--- src/rtl/hwq_slot_sched.sv ---
module hwq_slot_sched #(
  parameter int NUM_Q      = 8,
  parameter int NUM_SLOTS  = 4,
  parameter int DB_SIZE    = 8,
  parameter int AW         = 8,
  parameter int IW         = 16,
  parameter int CW         = 4,
  parameter int WAKE_DELAY = 20,
  parameter int QB   = (NUM_Q > 1) ? $clog2(NUM_Q) : 1,
  parameter int QIDW = QB + 1,
  parameter int SB   = (NUM_SLOTS > 1) ? $clog2(NUM_SLOTS) : 1,
  parameter int TW   = (WAKE_DELAY > 1) ? $clog2(WAKE_DELAY) : 1
) (
  input  logic                    clk,
  input  logic                    rst_n,
  input  logic [1:0]              cmd_op,
  input  logic [QIDW-1:0]         cmd_qid,
  input  logic [AW-1:0]           cmd_db_addr,
  input  logic [IW-1:0]           cmd_wr_idx,
  input  logic [NUM_SLOTS-1:0]    slot_dma_busy,
  input  logic [NUM_SLOTS*CW-1:0] slot_inflight,
  output logic [NUM_SLOTS-1:0]    slot_valid,
  output logic [NUM_SLOTS*QB-1:0] slot_qid,
  output logic [NUM_SLOTS*IW-1:0] slot_wr_idx,
  output logic [NUM_SLOTS-1:0]    fetch_req,
  output logic [NUM_SLOTS-1:0]    discard_rd,
  output logic                    wake_armed,
  output logic                    err
);
  localparam logic [1:0] OP_NONE = 2'd0, OP_REG = 2'd1, OP_UNREG = 2'd2, OP_DB = 2'd3;

  logic [NUM_Q-1:0]     act_r, qv_r, n_act, n_qv;
  logic [SB-1:0]        qslot_r [NUM_Q];
  logic [SB-1:0]        n_qslot [NUM_Q];
  logic [IW-1:0]        wr_r [NUM_Q];
  logic [IW-1:0]        n_wr [NUM_Q];
  logic [NUM_SLOTS-1:0] sv_r, n_sv, fetch_r, disc_r, fetch_d, disc_d;
  logic [QB-1:0]        sq_r [NUM_SLOTS];
  logic [QB-1:0]        n_sq [NUM_SLOTS];
  logic [QB-1:0]        na_r, n_na;
  logic [SB-1:0]        ns_r, n_ns;
  logic                 armed_r, n_armed, err_r, n_err;
  logic [TW-1:0]        cnt_r, n_cnt;

  wire [QB-1:0] qi     = cmd_qid[QB-1:0];
  wire          qid_ok = int'(cmd_qid) < NUM_Q;
  wire          db_ok  = (int'(cmd_db_addr) % DB_SIZE == 0) && (int'(cmd_db_addr) / DB_SIZE < NUM_Q);
  wire [QB-1:0] dq     = QB'(int'(cmd_db_addr) / DB_SIZE);
  wire          fire   = armed_r && cnt_r == '0 && cmd_op == OP_NONE;

  always_comb begin
    int a, s, mq, fs, is;
    logic cs;
    n_act = act_r; n_qv = qv_r; n_qslot = qslot_r; n_wr = wr_r;
    n_sv = sv_r; n_sq = sq_r; n_na = na_r; n_ns = ns_r;
    n_armed = armed_r; n_cnt = cnt_r; n_err = err_r;
    fetch_d = '0; disc_d = '0;
    cs = fire; mq = -1; fs = -1; is = -1; a = 0; s = 0;
    if (armed_r) begin
      if (fire) n_armed = 1'b0;
      else if (cnt_r != '0) n_cnt = cnt_r - 1'b1;
    end
    case (cmd_op)
      OP_REG: begin
        if (!qid_ok || act_r[qi]) n_err = 1'b1;
        else begin
          n_act[qi] = 1'b1;
          n_wr[qi] = '0;
          mq = int'(qi);
        end
      end
      OP_UNREG: begin
        if (!qid_ok || !act_r[qi]) n_err = 1'b1;
        else begin
          n_act[qi] = 1'b0;
          if (qv_r[qi]) begin
            n_qv[qi] = 1'b0;
            n_sv[qslot_r[qi]] = 1'b0;
            disc_d[qslot_r[qi]] = 1'b1;
            cs = 1'b1;
          end
        end
      end
      OP_DB: begin
        if (!db_ok || !act_r[dq]) n_err = 1'b1;
        else begin
          n_wr[dq] = cmd_wr_idx;
          if (qv_r[dq]) fetch_d[qslot_r[dq]] = 1'b1;
        end
      end
      default: ;
    endcase
    if (cs) begin
      for (int k = 0; k < NUM_Q; k++) begin
        a = int'(na_r) + k;
        if (a >= NUM_Q) a = a - NUM_Q;
        if (mq < 0 && n_act[a[QB-1:0]] && !n_qv[a[QB-1:0]]) mq = a;
      end
      if (mq >= 0) n_na = mq[QB-1:0];
    end
    if (mq >= 0) begin
      for (int k = 0; k < NUM_SLOTS; k++) begin
        s = int'(ns_r) + k;
        if (s >= NUM_SLOTS) s = s - NUM_SLOTS;
        if (fs < 0 && !n_sv[s[SB-1:0]]) fs = s;
        if (is < 0 && !slot_dma_busy[s[SB-1:0]] && slot_inflight[s*CW +: CW] == '0) is = s;
      end
      if (fs < 0 && cs && is >= 0) begin
        n_qv[n_sq[is[SB-1:0]]] = 1'b0;
        disc_d[is[SB-1:0]] = 1'b1;
        fs = is;
      end
      if (fs >= 0) begin
        n_sv[fs[SB-1:0]] = 1'b1;
        n_sq[fs[SB-1:0]] = mq[QB-1:0];
        n_qv[mq[QB-1:0]] = 1'b1;
        n_qslot[mq[QB-1:0]] = fs[SB-1:0];
        fetch_d[fs[SB-1:0]] = 1'b1;
        n_na = (mq == NUM_Q - 1) ? '0 : QB'(mq + 1);
        n_ns = (fs == NUM_SLOTS - 1) ? '0 : SB'(fs + 1);
      end
    end
    if (!n_armed && $countones(n_sv) < $countones(n_act)) begin
      n_armed = 1'b1;
      n_cnt = TW'(WAKE_DELAY - 1);
    end
  end

  always_ff @(posedge clk) begin
    if (!rst_n) begin
      act_r <= '0; qv_r <= '0; sv_r <= '0; fetch_r <= '0; disc_r <= '0;
      na_r <= '0; ns_r <= '0; armed_r <= 1'b0; cnt_r <= '0; err_r <= 1'b0;
      for (int q = 0; q < NUM_Q; q++) begin qslot_r[q] <= '0; wr_r[q] <= '0; end
      for (int q = 0; q < NUM_SLOTS; q++) sq_r[q] <= '0;
    end else begin
      act_r <= n_act; qv_r <= n_qv; qslot_r <= n_qslot; wr_r <= n_wr;
      sv_r <= n_sv; sq_r <= n_sq; na_r <= n_na; ns_r <= n_ns;
      armed_r <= n_armed; cnt_r <= n_cnt; err_r <= n_err;
      fetch_r <= fetch_d; disc_r <= disc_d;
    end
  end

  assign slot_valid = sv_r;
  assign fetch_req  = fetch_r;
  assign discard_rd = disc_r;
  assign wake_armed = armed_r;
  assign err        = err_r;

  for (genvar g = 0; g < NUM_SLOTS; g++) begin : g_slot
    assign slot_qid[g*QB +: QB]    = sq_r[g];
    assign slot_wr_idx[g*IW +: IW] = sv_r[g] ? wr_r[sq_r[g]] : '0;

    assert_fetch_on_mapped_R3: assert property (@(posedge clk) disable iff (!rst_n)
      fetch_r[g] |-> sv_r[g]);
    assert_discard_was_mapped_R7: assert property (@(posedge clk) disable iff (!rst_n)
      disc_r[g] |-> $past(sv_r[g]));
    assert_map_links_agree_R4: assert property (@(posedge clk) disable iff (!rst_n)
      sv_r[g] |-> (qv_r[sq_r[g]] && act_r[sq_r[g]] && qslot_r[sq_r[g]] == SB'(g)));
    assert_evict_only_idle_R6: assert property (@(posedge clk) disable iff (!rst_n)
      (disc_r[g] && sv_r[g] && $past(cmd_op) == OP_NONE)
        |-> $past(!slot_dma_busy[g] && slot_inflight[g*CW +: CW] == '0));
  end

  assert_err_sticky_R2: assert property (@(posedge clk) disable iff (!rst_n)
    err_r |=> err_r);
  assert_arm_needs_unmapped_R10: assert property (@(posedge clk) disable iff (!rst_n)
    $rose(armed_r) |-> ($countones(sv_r) < $countones(act_r)));
endmodule

--- config.mk ---
export PLATFORM = sky130hd
export DESIGN_NAME = hwq_slot_sched
export DESIGN_NICKNAME = d
export VERILOG_FILES = /design/src/rtl/hwq_slot_sched.sv
export SDC_FILE = /design/constraint.sdc
export NUM_CORES = 1
export LEC_CHECK = 0
export BUFFER_PORTS_ARGS = -buffer_cell sky130_fd_sc_hd__buf_4
export CELL_PAD_IN_SITES_DETAIL_PLACEMENT = 0
export CELL_PAD_IN_SITES_GLOBAL_PLACEMENT = 1
export CORE_UTILIZATION = 48
export DETAILED_ROUTE_END_ITERATION = 12
export GPL_TIMING_DRIVEN = 0
export PLACE_DENSITY = 0.82
export SLEW_MARGIN = 0
export SYNTH_ARGS = -nofsm -noshare
export SYNTH_HDL_FRONTEND = slang
export SYNTH_SLANG_ARGS = --single-unit
--- constraint.sdc ---
create_clock -name clk -period 6.34 [get_ports clk]
set_clock_uncertainty 0.1 [all_clocks]
set_input_delay 0 -clock clk [delete_from_list [all_inputs] [get_ports clk]]
set_output_delay 0 -clock clk [all_outputs]
set_load 0.01 [all_outputs]
==> metrics.yaml <==
status: "complete, no violations"
routedWlPerCell_um: 26.6
p_leak_uw: 0.00581
synth_cell_type_count: 100
drtAntennaViolNets: 0
dieArea_um2: 32700
overflow: 0
clk_pin_slew_worst_paths_ps: 80
ir_worst_vdd_mv: 0.190
cp.required_ps: 6600
fin_nets: 1826
grt_pass1_wl_um: 86800
die_y_um: 181
synth_area_per_cell_um2: 9.77
pwr-share-clk: 0.391
async_reset_ff_frac: 0
comb_power_share: 0.157
clockBufferDepth: 2
numCtsBuffers: 17
hold_path_class: "input pin to flop"
grt_pass1_vias: 14273
place_area_um2: 16800
fin_crit_ps: 6010
crit_path_max_fanout: 10
dpl.hpwl_um: 41500
antenna_found_initial: 2
sequentialPowerShare: 0.452
powerDensity_nw_per_um2: 155
setup_viol: 0
core_region_area_um2: 31500
synth-seq-cells: 196
grt_usage: 0.351
worstMarginPinSlew_ps: 1370
grt_max_degree: 17
fmax_ghz: 0.166
ys_seq_area_frac: 0.256
routabilityCongestion: 0.955
dp_cells: 2094
synth_edf_count: 0
clock-sinks: 196
area_delta_synth_final_pct: 16.4
num_vias: 14583
first_iter_violations: 1521
cp-start-kind: "flop"
slew_violations: 0
fin_cells: 2155
min_period_over_period: 0.948
firstDrtPassIters: 8
io_buffers: 122
row_count: 65
yosysTopAreaCellShare: 0.256
drc_errors: 0
viasPerCell: 6.77
start_util: 0.487
cts_tree: "yes"
p_total_uw: 2770
switching_share: 0.283
drv_cap: 0
hold_ws_ps: 27.3
synth_cells: 1570
yosysWarnings: 0
postLayoutCoreUtil: 0.568
critical_path_arrival_ps: 6260
ctsHtreeMaxLevel: 4
drive_gt1_frac: 0.243
die_w_um: 181
design_area_um2: 17900
synth_nets: 1654
p_int_uw: 1990
syn_area_um2: 15300
insertion_delay_ps: 460
synth_ff_type: "dfxtp_1"
netlist_top_cells_area: "dfxtp_1, mux4_2, nor2b_1, mux2i_1, a22oi_1"
maxSlewHeadroom: 0.0775
io_pins: 142
drt-total-wl_um: 57300
cp-end-kind: "flop"
path_class: "flop to flop"
hold_violations: 0
synth_top_area_cell: "dfxtp_1"
root_buffer: "clkbuf_16"
p_switching_uw: 784
cell families after synthesis:
group,share of synthesized area
buf+inv,0.0450
xor+xnor,0.00457
mux,0.282
simple gates,0.199
compound gates,0.185
fa+ha+maj,0.0285
flops,0.256
cell usage after synthesis, types with 5 or more instances:
cell type	n
a211oi_1	5
a21boi_0	12
a21boi_1	5
a21o_1	8
a21oi_1	52
a221oi_2	6
a22o_1	6
a22oi_1	141
a31oi_1	13
and2_1	24
and3_1	7
buf_1	24
buf_2	15
clkbuf_1	95
dfxtp_1	196
fa_1	5
ha_1	27
inv_1	22
mux2_2	7
mux2i_1	112
mux4_2	137
nand2_1	102
nand2b_1	15
nand3_1	28
nand3b_1	6
nand4_1	11
nor2_1	63
nor2b_1	209
nor3_1	20
nor3b_1	11
nor4_1	8
o211ai_1	8
o21a_1	14
o21ai_0	22
o22ai_1	6
o41ai_1	5
xnor2_1	6
through the flow:
step	setup TNS (ps)	setup WS (ps)
6_report	0	331
5_1_grt	-78.6	-29.1
4_1_cts	0	0.0235
3_5_place_dp	-6690	-1190
3_3_place_gp	-6670	-1190
2_1_floorplan	0	488
repair_timing:
item                       4_1_cts  5_1_grt
setup endpoints to repair        6        6
setup buffers                    7        9
hold endpoints to repair       103        0
hold buffers                    15        0
pin swaps                        5        9
resized for setup               30       39
layout make-up:
cell class / count / area, µm²
plain buffers: 141 / 616
clock inverters: 9 / 109
flip-flops and latches: 196 / 3940
diodes: 2 / 5.00
multi-input cells: 1206 / 11000
fillers: 2812 / 13600
clock buffers: 19 / 443
repair buffers: 153 / 1190
well taps: 402 / 503
inverters: 27 / 110
worst max-delay path: stages (launching register included):
cell and delay, ps:
dfxtp_1 350, clkbuf_4 240, clkinv_2 170, clkbuf_2 270, ha_1 350, clkbuf_2 270, nor2_1 120, o311ai_0 150
o2111ai_2 310, mux2i_2 270, nand4_1 230, nor4_4 320, nor3_4 100, clkbuf_2 230, nand2_1 200, nand2_1 110
fa_1 480, ha_1 210, ha_1 320, ha_1 310, a21oi_1 130, nor2b_1 70, o22ai_2 220, nand2_1 180
nand2_1 140, nor2_1 60
sequential cells by signal, indices dropped and copies added (netlist names):
register,count
cnt_r,5
err,1
slot_valid,4
qslot_r,16
act_r,8
qv_r,8
na_r,3
wake_armed,1
wr_r,128
slot_qid,12
fetch_req,4
discard_rd,4
ns_r,2
cells in the final DEF, fill, tap and decap left out, types with 8 or more instances in the layout:
master	Yosys	final
dfxtp_1	196	187
buf_1	24	24
o21a_1	14	13
clkbuf_1	95	91
inv_1	22	22
and2_1	24	24
nor2b_1	209	209
nor3_1	20	18
nand4_1	11	11
dfxtp_2	0	9
a21oi_1	52	52
buf_4	3	142
ha_1	27	26
a21o_1	8	8
nor2_1	63	63
a22oi_1	141	138
nor3b_1	11	11
o21ai_0	22	20
a31oi_1	13	13
nand2_1	102	101
a21boi_0	12	12
buf_2	15	11
clkbuf_16	0	17
mux2i_1	112	108
nand2b_1	15	15
o211ai_1	8	8
nand3_1	28	28
dlygate4sd3_1	0	15
mux4_2	137	137
power groups by stage:
| stage | registers (µW) | logic [µW] | clock network, µW |
|---|---|---|---|
| floorplan | 1280 | 260 | 0 |
| global placement | 1280 | 389 | 0 |
| detailed placement | 1280 | 391 | 0 |
| CTS | 1250 | 411 | 1080 |
| global route | 1250 | 462 | 1130 |
| finish | 1250 | 436 | 1080 |
metal layers:
metal / vias up / wire length (µm) / global-route usage
met4: 0 / 3710 / 0.221
met3: 231 / 5200 / 0.0720
met5: - / 0 / 0
li1: 6321 / - / -
met1: 7057 / 21600 / 0.426
met2: 974 / 26700 / 0.572
worst paths after layout:
| path | to | cells after the start | slack [ps] | start |
|---|---|---|---|---|
| setup / recovery | cnt_r[2] | 25 | 330 | na_r[0] |
| hold / removal | wr_r[19] | 3 | 30 | cmd_wr_idx[3] |
| hold reg to reg | qslot_r[14] | 2 | 380 | qslot_r[14] |
| setup reg to reg | cnt_r[2] | 25 | 330 | na_r[0] |
No activity file was read; power rests on OpenSTA's default activity.
